==> config.mk <==
export PLATFORM = sky130hd
export DESIGN_NAME = edge_irq_ctrl
export DESIGN_NICKNAME = d
export VERILOG_FILES = /design/src/rtl/edge_irq_pkg.sv /design/src/rtl/eil_regfile.sv /design/src/rtl/eil_line_sampler.sv /design/src/rtl/eil_edge_detect.sv /design/src/rtl/edge_irq_ctrl.sv
export SDC_FILE = /design/constraint.sdc
export NUM_CORES = 1
export LEC_CHECK = 0
export ABC_AREA = 1
export BUFFER_PORTS_ARGS = -buffer_cell sky130_fd_sc_hd__buf_4
export CORE_MARGIN = 4
export CORE_UTILIZATION = 50
export CTS_BUF_LIST = sky130_fd_sc_hd__clkbuf_16
export DETAILED_ROUTE_END_ITERATION = 12
export HOLD_SLACK_MARGIN = 0.12
export PLACE_DENSITY_LB_ADDON = 0.05
export SYNTH_ARGS = -nofsm -noshare
export SYNTH_HDL_FRONTEND = slang
export SYNTH_SLANG_ARGS = --single-unit
export TNS_END_PERCENT = 20
==> constraint.sdc <==
create_clock -name clk -period 1 [get_ports clk]
set_clock_uncertainty 0.05 [all_clocks]
set_input_delay 0.05 -clock clk [delete_from_list [all_inputs] [get_ports clk]]
set_output_delay 0.05 -clock clk [all_outputs]
set_load 0.005 [all_outputs]
==> src/rtl/edge_irq_pkg.sv <==
package edge_irq_pkg;
  // register address map
  localparam int unsigned ADR_RISE = 0;
  localparam int unsigned ADR_FALL = 1;
  localparam int unsigned ADR_MASK = 2;
  localparam int unsigned ADR_PEND = 3;
  localparam int unsigned ADR_SEL0 = 4;
  // spacing of one select field inside a select register
  localparam int unsigned FIELD_W  = 4;
endpackage

==> src/rtl/eil_regfile.sv <==
module eil_regfile
  import edge_irq_pkg::*;
#(
  parameter int unsigned NUM_LINES = 16,
  parameter int unsigned NUM_PORTS = 4,
  parameter int unsigned ADDR_W    = 3
) (
  input  logic                                   clk,
  input  logic                                   rst,
  input  logic                                   wr_en,
  input  logic [ADDR_W-1:0]                      wr_addr,
  input  logic [NUM_LINES-1:0]                   wr_data,
  input  logic [ADDR_W-1:0]                      rd_addr,
  input  logic [NUM_LINES-1:0]                   pend_q,
  output logic [NUM_LINES-1:0]                   rise_q,
  output logic [NUM_LINES-1:0]                   fall_q,
  output logic [NUM_LINES-1:0]                   mask_q,
  output logic [NUM_LINES-1:0]                   mask_nxt,
  output logic [NUM_LINES*((NUM_PORTS > 1) ? $clog2(NUM_PORTS) : 1)-1:0] sel_q,
  output logic [NUM_LINES*((NUM_PORTS > 1) ? $clog2(NUM_PORTS) : 1)-1:0] sel_nxt,
  output logic [NUM_LINES-1:0]                   rd_data
);
  localparam int unsigned SEL_W        = (NUM_PORTS > 1) ? $clog2(NUM_PORTS) : 1;
  localparam int unsigned LPR          = NUM_LINES / FIELD_W;
  localparam int unsigned NUM_SEL_REGS = NUM_LINES / LPR;

  logic wr_rise, wr_fall, wr_mask;
  logic [NUM_LINES-1:0] sel_word [NUM_SEL_REGS];
  logic [NUM_LINES-1:0] rd_nxt;

  assign wr_rise  = wr_en && (wr_addr == ADDR_W'(ADR_RISE));
  assign wr_fall  = wr_en && (wr_addr == ADDR_W'(ADR_FALL));
  assign wr_mask  = wr_en && (wr_addr == ADDR_W'(ADR_MASK));
  assign mask_nxt = rst ? '0 : (wr_mask ? wr_data : mask_q);

  // next select value per line; forced to port 0 under reset
  always_comb begin
    for (int l = 0; l < int'(NUM_LINES); l++) begin
      if (rst)
        sel_nxt[l*SEL_W +: SEL_W] = '0;
      else if (wr_en && (wr_addr == ADDR_W'(ADR_SEL0 + l / LPR)))
        sel_nxt[l*SEL_W +: SEL_W] = wr_data[(l % LPR)*FIELD_W +: SEL_W];
      else
        sel_nxt[l*SEL_W +: SEL_W] = sel_q[l*SEL_W +: SEL_W];
    end
  end

  always_ff @(posedge clk) begin
    if (rst) begin
      rise_q <= '0;
      fall_q <= '0;
    end else begin
      if (wr_rise) rise_q <= wr_data;
      if (wr_fall) fall_q <= wr_data;
    end
    mask_q <= mask_nxt;
    sel_q  <= sel_nxt;
  end

  // read view of select registers, unused field bits read as zero
  always_comb begin
    for (int r = 0; r < int'(NUM_SEL_REGS); r++) begin
      sel_word[r] = '0;
      for (int s = 0; s < int'(LPR); s++)
        sel_word[r][s*FIELD_W +: SEL_W] = sel_q[(r*LPR + s)*SEL_W +: SEL_W];
    end
  end

  always_comb begin
    rd_nxt = '0;
    if (rd_addr == ADDR_W'(ADR_RISE)) rd_nxt = rise_q;
    if (rd_addr == ADDR_W'(ADR_FALL)) rd_nxt = fall_q;
    if (rd_addr == ADDR_W'(ADR_MASK)) rd_nxt = mask_q;
    if (rd_addr == ADDR_W'(ADR_PEND)) rd_nxt = pend_q;
    for (int r = 0; r < int'(NUM_SEL_REGS); r++)
      if (rd_addr == ADDR_W'(ADR_SEL0 + r)) rd_nxt = sel_word[r];
  end

  always_ff @(posedge clk) begin
    if (rst) rd_data <= '0;
    else     rd_data <= rd_nxt;
  end

  AST_SEL_RESET: assert property (@(posedge clk) disable iff (rst)
    $past(rst) |-> (sel_q == '0)) else $error("select not at port 0 after reset");

  AST_MASK_HOLD: assert property (@(posedge clk) disable iff (rst)
    !wr_mask |=> $stable(mask_q)) else $error("mask changed without a write");
endmodule

==> src/rtl/eil_line_sampler.sv <==
module eil_line_sampler #(
  parameter int unsigned NUM_LINES = 16,
  parameter int unsigned NUM_PORTS = 4
) (
  input  logic [NUM_PORTS*NUM_LINES-1:0]                                  pins,
  input  logic [NUM_LINES*((NUM_PORTS > 1) ? $clog2(NUM_PORTS) : 1)-1:0]  sel,
  output logic [NUM_LINES-1:0]                                            sample
);
  localparam int unsigned SEL_W = (NUM_PORTS > 1) ? $clog2(NUM_PORTS) : 1;

  for (genvar l = 0; l < NUM_LINES; l++) begin : g_line
    logic [SEL_W-1:0] line_sel;
    logic             bit_q;
    assign line_sel = sel[l*SEL_W +: SEL_W];
    always_comb begin
      bit_q = 1'b0;
      for (int p = 0; p < int'(NUM_PORTS); p++)
        if (line_sel == SEL_W'(p)) bit_q = pins[p*NUM_LINES + l];
    end
    assign sample[l] = bit_q;
  end
endmodule

==> src/rtl/eil_edge_detect.sv <==
module eil_edge_detect #(
  parameter int unsigned NUM_LINES = 16
) (
  input  logic                 clk,
  input  logic [NUM_LINES-1:0] cur_sample,
  input  logic [NUM_LINES-1:0] reload_sample,
  input  logic [NUM_LINES-1:0] rise_en,
  input  logic [NUM_LINES-1:0] fall_en,
  output logic [NUM_LINES-1:0] hit
);
  logic [NUM_LINES-1:0] prev_q;

  // history comes from the port selected for the next cycle, so a port
  // change never shows up as a transition
  always_ff @(posedge clk) prev_q <= reload_sample;

  for (genvar l = 0; l < NUM_LINES; l++) begin : g_det
    assign hit[l] = (rise_en[l] &  cur_sample[l] & ~prev_q[l]) |
                    (fall_en[l] & ~cur_sample[l] &  prev_q[l]);
  end
endmodule

==> src/rtl/edge_irq_ctrl.sv <==
module edge_irq_ctrl
  import edge_irq_pkg::*;
#(
  parameter int unsigned NUM_LINES = 16,
  parameter int unsigned NUM_PORTS = 4,
  parameter int unsigned ADDR_W    = 3
) (
  input  logic                           clk,
  input  logic                           rst,
  input  logic [NUM_PORTS*NUM_LINES-1:0] port_pins,
  input  logic                           wr_en,
  input  logic [ADDR_W-1:0]              wr_addr,
  input  logic [NUM_LINES-1:0]           wr_data,
  input  logic [ADDR_W-1:0]              rd_addr,
  output logic [NUM_LINES-1:0]           rd_data,
  output logic [NUM_LINES-1:0]           irq_req
);
  localparam int unsigned SEL_W = (NUM_PORTS > 1) ? $clog2(NUM_PORTS) : 1;

  logic [NUM_LINES-1:0]       rise_q, fall_q, mask_q, mask_nxt;
  logic [NUM_LINES*SEL_W-1:0] sel_q, sel_nxt;
  logic [NUM_LINES-1:0]       cur_sample, reload_sample, hit;
  logic [NUM_LINES-1:0]       pend_q, pend_nxt, clr_vec;

  eil_regfile #(.NUM_LINES(NUM_LINES), .NUM_PORTS(NUM_PORTS), .ADDR_W(ADDR_W)) u_regs (
    .clk(clk), .rst(rst), .wr_en(wr_en), .wr_addr(wr_addr), .wr_data(wr_data),
    .rd_addr(rd_addr), .pend_q(pend_q), .rise_q(rise_q), .fall_q(fall_q),
    .mask_q(mask_q), .mask_nxt(mask_nxt), .sel_q(sel_q), .sel_nxt(sel_nxt),
    .rd_data(rd_data)
  );

  eil_line_sampler #(.NUM_LINES(NUM_LINES), .NUM_PORTS(NUM_PORTS)) u_cur_mux (
    .pins(port_pins), .sel(sel_q), .sample(cur_sample)
  );

  eil_line_sampler #(.NUM_LINES(NUM_LINES), .NUM_PORTS(NUM_PORTS)) u_reload_mux (
    .pins(port_pins), .sel(sel_nxt), .sample(reload_sample)
  );

  eil_edge_detect #(.NUM_LINES(NUM_LINES)) u_edges (
    .clk(clk), .cur_sample(cur_sample), .reload_sample(reload_sample),
    .rise_en(rise_q), .fall_en(fall_q), .hit(hit)
  );

  assign clr_vec  = (wr_en && (wr_addr == ADDR_W'(ADR_PEND))) ? wr_data : '0;
  assign pend_nxt = (pend_q & ~clr_vec) | hit;   // new edge wins over clear

  always_ff @(posedge clk) begin
    if (rst) begin
      pend_q  <= '0;
      irq_req <= '0;
    end else begin
      pend_q  <= pend_nxt;
      irq_req <= pend_nxt & mask_nxt;
    end
  end

  AST_PEND_STICKY: assert property (@(posedge clk) disable iff (rst)
    !(wr_en && (wr_addr == ADDR_W'(ADR_PEND))) |=> ((pend_q & $past(pend_q)) == $past(pend_q)))
    else $error("pending bit dropped without a clear");

  AST_IRQ_GATED: assert property (@(posedge clk) disable iff (rst)
    (irq_req & ~mask_q) == '0) else $error("request on a masked line");

  AST_IRQ_PENDING: assert property (@(posedge clk) disable iff (rst)
    (irq_req & ~pend_q) == '0) else $error("request without pending bit");
endmodule

==> summary by stage, run 1 <==
Placed design
During placement, the flow inserted port buffers numbering 120. The HPWL after detailed placement is 15550 µm. At the end of routability-driven placement, the weighted congestion stood at 0.8996.

Yosys
In this run the biggest area consumer among cell types represents 42.97% of the synthesized area. The share of synthesized registers carrying an async set or reset is 0%. The average cell area after synthesis is 7.003 µm². The sequential area share after synthesis is 42.97%. Synthesis produced a netlist with a net count of 1047.

The synthesized instance count is 958. The number of enable-type register cells in the synthesized netlist is 0. The count of distinct cell types in the synthesized netlist is 30. The flip-flop and latch count after synthesis is 144.

The commonest cells after synthesis are 234 x nand2_1, 150 x inv_1, 144 x dfxtp_1. Yosys instantiated no cell more often than nand2_1. The post-synthesis cell area is 0.006709 mm². For this run, the number of Yosys warnings is 0. By area the synthesized netlist is led by dfxtp_1 43%, nand2_1 13%, inv_1 8.4%. The main flop type after synthesis is dfxtp_1. The biggest area contributor in the post-synthesis netlist is dfxtp_1.

Timing
The transition time of the tightest slew-check pin is 0.4036 ns. The count of final hold-check violations is 5. After layout, the worst path uses 123.3% of the clock period. After layout, the worst setup slack is -0.2327 ns. The worst path in the final design needs a cycle of 1.233 ns, including I/O delays and setup. The number of failing setup endpoints in the final timing report is 50. The tightest hold path in the finished design has a slack of -0.05839 ns.

The final count of pins violating max slew was 0. Setup repair after global routing could not meet its margin everywhere. The worst slew slack as a fraction of its limit is 73.06%. The highest clock frequency the design can meet is 811.2 MHz.

Global route
For this run, global-route usage on met1 was measured as 34.42%. The fraction of met3 tracks used by global routing is 5.268%. The number of global-route vias before repair is 7346. Global routing used 51.44% of the available met2 tracks. The number of antenna violations at the first check in global routing came to 0. The pin count of the biggest net entering global routing is 24. The global-route wire length before repair is 35110 µm. The busiest layer in global routing is met2.

The total overflow reported by the global router is 0. The total global routing track utilization is 29.81%.

Worst setup path
For flop-to-flop paths, the worst setup slack is -0.23 ns. The startpoint of the lowest-slack register-to-register path is u_regs.sel_q[16]. The destination of the worst register-to-register timing path is irq_req[8]. The required time of the critical path is 1.32 ns.

The worst setup path category is register to register. On the worst path, the slowest cell contributes a delay of 0.33 ns. STA puts the critical path data arrival time at 1.56 ns. STA classifies the critical path endpoint as a register.

The depth of the worst register-to-register path is 5. The maximum net fanout on the critical path is 4. The cell type with the highest occurrence count on the critical path is o211ai_1.

The slowest stage of the critical path belongs to the cell dfxtp_2. The critical path goes through o211ai_1 > nand3_1 > o211ai_1 > nand2_1 > inv_1. STA classifies the critical path startpoint as a register.

Floorplanning
The count of pins on the block boundary is 121. The floorplan step defined a core boundary enclosing 0.01319 mm². The die height is 123.8 µm.

The initial cell density of the core is 50.86%. The die width is 123.8 µm. The die covers 0.01534 mm². The row count is 42.

Cells and area
The area growth from synthesis to layout is 53.58%. The antenna diode instance count is 0. The net total in the final layout is 1356.

The combined area of the multi-input logic cells is 0.003206 mm². Cells with a size suffix above 1 make up 28.98% of the layout. After filler insertion, the fill cell instance count of the layout stands at 980. The sequential cell area in the final layout is 0.002932 mm².

Power
The areal power density over the cells is 1434 mW/mm². IR analysis of the VDD net gives a maximum drop of 0.001220 V. The total leakage power is 5.017 nW. The overall power after layout is 14.78 mW.

CTS
The clock reaches the later pin of the worst-skew pair after 0.43 ns. The number of buffers inserted during clock tree synthesis is 17. Clock tree synthesis found a total of 144 sinks. The number of levels in the clock H-tree is 4. The master cell of the clock root buffer is clkbuf_16. The clock tree from TritonCTS is built. After clock tree synthesis, the clock-pin slew on the worst setup and hold paths is 0.06 ns. No sink is reached through more buffers than the 2 on the longest clock path.

Outcome
The final reports fail on negative hold slack, negative setup slack. The flow ran to the end, but the final reports show violations.

Detailed routing
The routed layout has 7550 vias. The first TritonRoute pass finished after 7 iterations. The post-detailed-route count of antenna-violating nets is 0. The post-detailed-route wirelength per cell is 15.53 µm. For this run, design rule violations remaining after detail routing come to 0.

The violation count after the first detailed-routing iteration is 632. Wires add up to 22610 µm. Using the TritonRoute via totals, the vias-per-cell ratio works out to 5.185.

Hold path
The number of cells traversed by the worst hold path is 4. The startpoint identified for the worst hold timing path is wr_data[8]. The class of the tightest hold or removal check is primary input to register. The worst hold path terminates at u_regs.sel_q[12].

Job
The tool flagged a number of max-cap violations equal to 0.
final cells by class:
cell class	instances	share of cell area (%)
Multi-Input combinational cell	625	31.11
Sequential cell	144	28.45
Timing Repair Buffer	318	26.24
Inverter	161	6.047
Clock buffer	17	4.129
Tap cell	176	2.137
Clock inverter	15	1.882
worst max-delay path, delay by kind of cell, from the launching register on:
family	cells	cell delay, ns
AOI/OAI and AO/OA	2	0.53
buffers and inverters	1	0.05
DFF	1	0.33
and+or+nand+nor	2	0.21
how the worst max path moves through the flow:
| stage | endpoint | depth (start not counted) | startpoint |
|---|---|---|---|
| 2_1_floorplan | u_edges.prev_q[4] | 7 | wr_addr[1] |
| 3_3_place_gp | pend_q[6] | 9 | wr_addr[1] |
| 3_5_place_dp | u_edges.prev_q[8] | 8 | wr_addr[2] |
| 4_1_cts | irq_req[5] | 5 | u_regs.sel_q[10] |
| 5_1_grt | pend_q[4] | 6 | u_regs.sel_q[8] |
| 6_report | irq_req[8] | 5 | u_regs.sel_q[16] |
sequential cells by signal, indices dropped and copies added (netlist names):
signal	flops
pend_q	16
u_regs.rise_q	16
u_regs.sel_q	32
u_regs.fall_q	16
irq_req	16
u_regs.rd_data	16
u_regs.mask_q	16
u_edges.prev_q	16
layer usage:
| metal | part of all wire, % | up-vias |
|---|---|---|
| met1 | 41 | 3430 |
| met2 | 49 | 274 |
| met4 | 5.1 | 0 |
| met3 | 4.7 | 84 |
| li1 | - | 3762 |
| met5 | 0 | - |
report_power, final:
part           switching [mW]  total [mW]  internal (mW)
combinational           0.997        2.01           1.02
clock                    2.51        6.66           4.15
sequential              0.150        6.11           5.96
per-stage QoR:
| step | instance area (µm²) | instances | util (%) | setup WS (ns) | TNS [ns] |
|---|---|---|---|---|---|
| floorplan | 6739 | 958 | - | -0.02756 | -0.02756 |
| global placement | 8582 | 1334 | 65.06 | -0.2672 | -19.97 |
| detailed placement | 8582 | 1334 | 65.06 | -0.2951 | -21.82 |
| CTS | 10200 | 1454 | 77.34 | -0.2009 | -4.866 |
| global route | 10300 | 1456 | 78.12 | -0.3014 | -9.529 |
| finish | 10300 | 1456 | 78.12 | -0.2327 | -5.147 |
timing repair:
action / in CTS / in global routing
hold buffers: 87 / 2
setup endpoints to repair: 56 / 64
hold endpoints to repair: 113 / 43
gates resized for setup: 53 / 38
pin swaps: 36 / 22
cloned: 0 / 0
buffers inserted: 1 / 1
cells in the final DEF, fill, tap and decap left out, types with 2 or more instances in the layout:
cell type,count
dfxtp_4,5
nor2_2,5
buf_4,223
a21oi_1,71
clkinv_2,4
a21oi_2,9
dlygate4sd3_1,84
inv_2,20
o211ai_1,47
clkinvlp_4,5
bufinv_16,4
nand3_1,59
dfxtp_2,24
o21ai_1,33
nand2_1,231
clkinv_4,2
inv_1,137
clkbuf_16,17
nand4_1,17
dfxtp_1,115
dlymetal6s4s_1,3
a41oi_1,7
nor3_2,2
buf_12,7
inv_4,2
or2_0,2
o21ai_2,4
nor2_1,39
nor3_4,2
nand2_2,7
nand3_2,21
o21ai_0,61
nor2_4,4
cells by family (layout without fill, tap and decap cells):
family | count (synthesis) | in the layout | synth area share, %
AND/OR/NAND/NOR | 392 | 392 | 25.66
buffers and inverters | 189 | 511 | 11.58
AO/OA/AOI/OAI | 233 | 233 | 19.79
flip-flops | 144 | 144 | 42.97
(Power assumes the default switching activity.)
==> run 2: changes to the inputs <==
==> constraint.sdc (replaced) <==
create_clock -name clk -period 1.3 [get_ports clk]
set_clock_uncertainty 0.05 [all_clocks]
set_input_delay 0.065 -clock clk [delete_from_list [all_inputs] [get_ports clk]]
set_output_delay 0.065 -clock clk [all_outputs]
set_load 0.005 [all_outputs]
==> run 2 against run 1 <==
The flow now finishes without violations. Non-clock buffer count decreased by 57. Worst setup slack improved by 0.28 ns. Critical path depth increased by 3. Cell count decreased by 3.9%. Worst hold slack improved by 0.13 ns. Power decreased by 25%. Global-route usage decreased by 1.3 points. Via count decreased by 3.8%. Flip-flop and latch count unchanged. Sequential share of layout area increased by 1.5 points. Count of clock-buffer cells in the layout unchanged. Combinational power decreased by 31%. Critical path type is now primary input to register. Critical endpoint is now u_edges.prev_q[4].
==> summary by stage, run 2 (synthesized netlist as in run 1, its figures left out) <==
CTS
The maximum clock path buffer count is 2 (unchanged). The number of levels in the clock H-tree is 4 (unchanged). The clock tree from TritonCTS is built (unchanged). The master cell of the clock root buffer is clkbuf_16 (unchanged).

The number of buffers inserted during clock tree synthesis is 17 (unchanged). The clock input transition at the sequential cells of the worst setup and hold paths is 0.06 ns (about the same). The buffers inserted during post-CTS setup optimization was 0 (was 1).

The latest clock arrival within the worst-skew pair is 0.42 ns (was 0.43 ns). The number of sinks on the clock net is 144 (unchanged).

Detailed routing
The total iterations of the first detailed-routing run was 6 (was 7). The detailed-route vias per instance is 5.189 (was 5.185). The post-detailed-route count of antenna-violating nets is 0 (unchanged).

The post-detailed-route wirelength per cell is 15.44 µm (was 15.53 µm). The total vias in the final route is 7260 (was 7550). The violation count after the first detailed-routing iteration is 513 (was 632). The total routed wirelength is 21600 µm (was 22610 µm). The number of design rule violations left after detail routing was 0 (unchanged).

Cells and area
Commonest non-fill, non-tap cells in the layout: 234 x nand2_1, 166 x buf_4, 148 x inv_1 (was 231 x nand2_1, 223 x buf_4, 137 x inv_1). The ratio of cells with drive above 1 in the final layout is 19.87% (was 28.98%). The net total in the final layout is 1299 (was 1356). The post-layout utilization of the core was 73.03% (was 78.12%). The number of flip-flops in the largest register is 32 (unchanged). The antenna diode instance count was 0 (unchanged).

The register name with the most flops is u_regs.sel_q (unchanged). The final instance count without filler cells came to 1399 (was 1456). The most common library cell in the layout ignoring fill and taps is nand2_1 (unchanged).

The area growth from synthesis to layout is 43.58% (was 53.58%). The final standard cell area without fillers is 0.009633 mm² (was 0.01030 mm²).

Floorplanning
The row count came to 42 (unchanged). The die height was 123.8 µm (unchanged). The overall die area is 0.01534 mm² (unchanged). The initial cell density of the core was 50.86% (unchanged).

The die width came to 123.8 µm (unchanged). The count of pins on the block boundary is 121 (unchanged). The total core area came to 0.01319 mm² (unchanged).

Placed design
The post-placement cell area is 0.008129 mm² (was 0.008582 mm²). The placer congestion estimate is 0.8699 (was 0.8996). The count of placed standard cells including taps was 1278 (was 1334). The detailed-placement wirelength estimate is 15290 µm (was 15550 µm).

The count of input and output buffers came to 120 (unchanged). The worst slack after detailed placement came to -0.04313 ns (was -0.2951 ns).

Global route
The number of global-route vias before repair was 6773 (was 7346). The global-route wire length before repair is 33620 µm (was 35110 µm). The met1 track demand over resource in global routing is 34.99% (was 34.42%). The pin count of the biggest net entering global routing is 43 (was 24). The busiest layer in global routing is met2 (unchanged). The fraction of met3 tracks used by global routing was 6.176% (was 5.268%). The number of antenna violations at the first check in global routing is 0 (unchanged).

The total overflow reported by the global router was 0 (unchanged). The met2 demand-to-capacity share in global routing is 48.36% (was 51.44%). The total global routing track utilization is 28.54% (was 29.81%).

Outcome
Status: finished, final reports clean (was complete, but fails checks).

Power
The share of total power consumed by net switching was 25.04% (was 24.72%). The combinational cell fraction of total power is 12.5% (was 13.6%). The total internal power is 8.264 mW (was 11.13 mW). The total leakage power came to 4.636 nW (was 5.017 nW).

The fraction of power consumed by sequential logic came to 42.7% (was 41.3%). The areal power density over the cells is 1145 mW/mm² (was 1434 mW/mm²). The part of the total power dissipated in the clock network was 44.8% (was 45.0%).

The worst IR drop on VDD is 0.0008589 V (was 0.001220 V). The net switching power is 2.761 mW (was 3.653 mW).

Worst setup path
The startpoint of the worst setup timing path is wr_data[1] (was u_regs.sel_q[16]). The worst setup path category is primary input to register (was register to register). The maximum net fanout on the critical path came to 6 (was 4). The launching element type of the critical path is a primary input (was register). The arrival time of data at the critical path endpoint came to 1.52 ns (was 1.56 ns). The required time of the critical path is 1.56 ns (was 1.32 ns).

The startpoint of the lowest-slack register-to-register path is u_regs.sel_q[18] (was u_regs.sel_q[16]). The kind of end point of the critical path is a register (unchanged).

Timing
The transition time of the tightest slew-check pin came to 0.3904 ns (was 0.4036 ns). The final count of pins violating max slew is 0 (unchanged). The number of failing setup endpoints in the final timing report was 0 (was 50).

The count of final hold-check violations is 0 (was 5). The final critical path takes up 96.53% of the cycle. Static timing analysis puts the maximum clock frequency at 796.8 MHz. The worst slew slack as a fraction of its limit is 73.91% (was 73.06%). The final critical-path setup slack is 0.04505 ns (was -0.2327 ns).

Setup repair after global routing missed its margin: true (unchanged). Subtracting the final worst setup slack from the clock period gives 1.255 ns.

Hold path
The beginning of the worst hold path was rst (was wr_data[8]). The class of the tightest hold or removal check is primary input to register (unchanged).

Job
The reported max-cap violation count is 0 (unchanged).
[run 2: changes by cell type in the layout (fill, tap and decap cells not counted), moves of 11 or more]
cell	delta
dfxtp_2	-19
buf_4	-57
dfxtp_1	+24
inv_1	+11
nand3_1	+19
nand3_2	-18
inv_2	-11
[run 2: power groups by stage]
stage                     Clock (mW)  Sequential [mW]  Combinational (mW)
final                           4.94             4.71                1.38
after global routing            5.19             4.72                1.51
after CTS                       4.99             4.70                1.35
after detailed placement           0             4.80                1.14
after global placement             0             4.80                1.13
after floorplan                    0             4.76               0.594
[run 2: worst paths after layout]
kind                                          end  slack [ns]  cells after the start
worst max register to register          pend_q[9]        0.09                      6
worst max-delay path            u_edges.prev_q[4]        0.05                      8
worst min register to register   u_regs.mask_q[0]        0.42                      2
worst min-delay path             u_regs.mask_q[5]        0.07                      5
[run 2: timing repair]
item / CTS / global route
setup endpoints to repair: 0 / 14
endpoints found under the hold margin: 109 / 6
hold buffers: 87 / 2
resized for setup: 0 / 10
[run 2: metrics by stage]
stage | setup TNS, ns | hold WS, ns | total power [mW]
final | 0 | 0.07196 | 11.03
after global routing | -0.05339 | 0.1233 | 11.43
after CTS | 0 | 0.04849 | 11.04
after detailed placement | -0.4456 | 0.2454 | 5.933
after global placement | -0.1507 | 0.2441 | 5.925
after floorplan | 0 | 0.1320 | 5.352
[run 2: routing by layer]
layer	vias to the layer above	routed length, µm
li1	3645	-
met1	3276	9024
met2	283	10440
met3	56	1416
met4	0	718
met5	-	0
[run 2: critical path, stage by stage]
cell,delay [ns]
dlygate4sd3_1,0.54
buf_4,0.16
inv_1,0.20
nand2_1,0.09
nand3_1,0.13
inv_1,0.09
o211ai_1,0.17
nand2_1,0.07
[run 2: cell type report]
type | instances | area (µm²)
clock inverters | 15 | 171.4
multi-input cells | 625 | 3049
clock buffers | 17 | 425.4
repair buffers | 261 | 2260
fillers | 1059 | 3557
flip-flops and latches | 144 | 2889
well taps | 176 | 220.2
inverters | 161 | 618.1
==> run 3: changes to the inputs <==
--- a/config.mk
+++ b/config.mk
@@ -7,12 +7,13 @@
 export LEC_CHECK = 0
 export ABC_AREA = 1
 export BUFFER_PORTS_ARGS = -buffer_cell sky130_fd_sc_hd__buf_4
-export CORE_MARGIN = 4
+export CORE_MARGIN = 5
 export CORE_UTILIZATION = 50
 export CTS_BUF_LIST = sky130_fd_sc_hd__clkbuf_16
 export DETAILED_ROUTE_END_ITERATION = 12
 export HOLD_SLACK_MARGIN = 0.12
 export PLACE_DENSITY_LB_ADDON = 0.05
+export SLEW_MARGIN = 25
 export SYNTH_ARGS = -nofsm -noshare
 export SYNTH_HDL_FRONTEND = slang
 export SYNTH_SLANG_ARGS = --single-unit
==> constraint.sdc (replaced) <==
create_clock -name clk -period 1.21 [get_ports clk]
set_clock_uncertainty 0.05 [all_clocks]
set_input_delay 0.0605 -clock clk [delete_from_list [all_inputs] [get_ports clk]]
set_output_delay 0.0605 -clock clk [all_outputs]
set_load 0.005 [all_outputs]
==> run 3 against run 2 <==
The flow now finishes with violations (negative setup slack). Sequential share of layout area decreased by 0.32 points. Core utilization increased by 1.3 points. Sequential power rose by 7.4%. Combinational power increased by 12%. Global-route usage decreased by 0.89 points. Largest cell class unchanged.
==> summary by stage, run 3 (synthesized netlist as in run 1, its figures left out) <==
Timing
The number of failing setup endpoints in the final timing report is 1 (was 0). The setup TNS is -0.02567 ns (was 0 ns). The transition time of the tightest slew-check pin is 0.3932 ns (was 0.3904 ns). The count of final hold-check violations is 0 (unchanged).

The final critical-path setup slack is -0.02567 ns (was 0.04505 ns). The minimum hold slack was 0.03172 ns (was 0.07196 ns). The time the worst path needs with I/O delays and setup is 1.236 ns.

The worst slew slack as a fraction of its limit is 73.70% (was 73.91%). Of the available clock period, the critical path in the final layout requires 102.1%. Setup repair after global routing missed its margin: true (unchanged). Derived from the worst setup path, the maximum achievable clock frequency is 809.3 MHz. The final count of pins violating max slew is 0 (unchanged).

Floorplanning
The count of pins on the block boundary came to 121 (unchanged). The initial cell density of the core was 50.86% (unchanged). The row count is 42 (unchanged). The total core area is 0.01319 mm² (unchanged). The overall die area is 0.01583 mm² (was 0.01534 mm²).

The die height was 125.8 µm (was 123.8 µm). The die width was 125.8 µm (was 123.8 µm).

Cells and area
The post-layout utilization of the core is 74.30% (was 73.03%). The final standard cell area without fillers is 0.009801 mm² (was 0.009633 mm²). The register name with the most flops is u_regs.sel_q (unchanged). The most common library cell in the layout ignoring fill and taps is nand2_1 (unchanged). The ratio of cells with drive above 1 in the final layout is 22.39% (was 19.87%). The area growth from synthesis to layout is 46.08% (was 43.58%). The final-layout fill cell count is 1039 (was 1059). The net total in the final layout came to 1314 (was 1299).

The number of flip-flops in the largest register is 32 (unchanged). Commonest non-fill, non-tap cells in the layout: 234 x nand2_1, 180 x buf_4, 147 x inv_1 (was 234 x nand2_1, 166 x buf_4, 148 x inv_1).

Worst setup path
The required time of the critical path is 1.53 ns (was 1.56 ns). The worst setup path category was primary input to register (unchanged). The launching element type of the critical path is a primary input (unchanged). The maximum net fanout on the critical path is 6 (unchanged).

The kind of end point of the critical path is a register (unchanged). The arrival time of data at the critical path endpoint is 1.55 ns (was 1.52 ns).

Detailed routing
The post-detailed-route count of antenna-violating nets is 0 (unchanged). The number of design rule violations left after detail routing is 0 (unchanged). The detailed-route vias per instance is 5.243 (was 5.189). The violation count after the first detailed-routing iteration is 574 (was 513). The total iterations of the first detailed-routing run is 5 (was 6). The total vias in the final route is 7413 (was 7260). The post-detailed-route wirelength per cell is 15.72 µm (was 15.44 µm). The total routed wirelength is 22230 µm (was 21600 µm).

CTS
The master cell of the clock root buffer is clkbuf_16 (unchanged). The clock input transition at the sequential cells of the worst setup and hold paths is 0.06 ns (about the same). The number of buffers inserted during clock tree synthesis is 17 (unchanged).

The buffers inserted during post-CTS setup optimization came to 0 (unchanged). The clock tree from TritonCTS is built (unchanged). The number of sinks on the clock net is 144 (unchanged).

The latest clock arrival within the worst-skew pair came to 0.43 ns (was 0.42 ns). The number of levels in the clock H-tree is 4 (unchanged). The maximum clock path buffer count came to 2 (unchanged).

Placed design
The worst slack after detailed placement is -0.1231 ns (was -0.04313 ns). The post-placement cell area is 0.008274 mm² (was 0.008129 mm²). The detailed-placement wirelength estimate is 15580 µm (was 15290 µm). The placer congestion estimate came to 0.9193 (was 0.8699).

The count of input and output buffers was 120 (unchanged).

Global route
The number of global-route vias before repair came to 6977 (was 6773). The number of antenna violations at the first check in global routing is 0 (unchanged). The pin count of the biggest net entering global routing is 27 (was 43). The total global routing track utilization was 27.65% (was 28.54%). The global-route wire length before repair is 35070 µm (was 33620 µm). The total overflow reported by the global router is 0 (unchanged).

Outcome
The checks that failed: negative setup slack. Status: complete, but fails checks (was finished, final reports clean).

Power
The total leakage power was 4.766 nW (was 4.636 nW). The areal power density over the cells is 1203 mW/mm² (was 1145 mW/mm²). The worst IR drop on VDD is 0.001013 V (was 0.0008589 V).

Job
The reported max-cap violation count is 0 (unchanged).

Hold path
The class of the tightest hold or removal check is primary input to register (unchanged).
[run 3: cell type report]
cell class,count,area [µm²],share of cell area (%)
tap,176,220.2,2.247
multi-input combinational,625,3084,31.47
inverter,161,610.6,6.230
sequential,144,2908,29.67
clock inverter,14,150.1,1.532
clock buffer,17,425.4,4.341
antenna,1,2.502,0.02553
timing repair buffer,276,2400,24.49
[run 3: metrics by stage]
step | power (mW) | cells
finish | 11.79 | 1414
CTS | 11.78 | 1412
floorplan | 5.750 | 958
global placement | 6.403 | 1294
detailed placement | 6.417 | 1294
global route | 12.18 | 1413
[run 3: routing by layer]
layer	GRT usage, %	up-vias	part of all wire (%)
met5	0	-	0
met4	13.44	0	3.8
met3	5.885	59	5.8
met2	46.76	296	49
met1	33.53	3381	41
li1	-	3677	-
[run 3: worst paths after layout]
| check | start | end | slack (ns) | cells past startpoint |
|---|---|---|---|---|
| worst max-delay path | wr_data[9] | u_edges.prev_q[14] | -0.03 | 9 |
| worst min-delay path | rst | pend_q[13] | 0.03 | 5 |
| worst max register to register | u_regs.sel_q[20] | irq_req[10] | 0.01 | 7 |
| worst min register to register | u_regs.mask_q[0] | u_regs.mask_q[0] | 0.43 | 2 |
[run 3: power by group]
| group | leakage, nW | internal (mW) | switching, mW |
|---|---|---|---|
| Combinational | 3.31 | 0.770 | 0.781 |
| Sequential | 1.18 | 4.93 | 0.127 |
| Clock | 0.274 | 3.18 | 2.00 |
| Total | 4.77 | 8.88 | 2.91 |
[run 3: worst max-delay path, stage by stage]
cell and delay, ns:
dlygate4sd3_1 0.54, buf_4 0.16, inv_1 0.18, nand2_1 0.11, nand3_2 0.13, nor2_2 0.05
nor2_1 0.14, o21ai_1 0.09, nand2_1 0.08
[run 3: what timing repair did]
action                                  in CTS  in global routing
gates resized for setup                      0                 37
hold endpoints to repair                   114                 17
endpoints found under the setup margin       0                 43
hold buffers                                87                  1
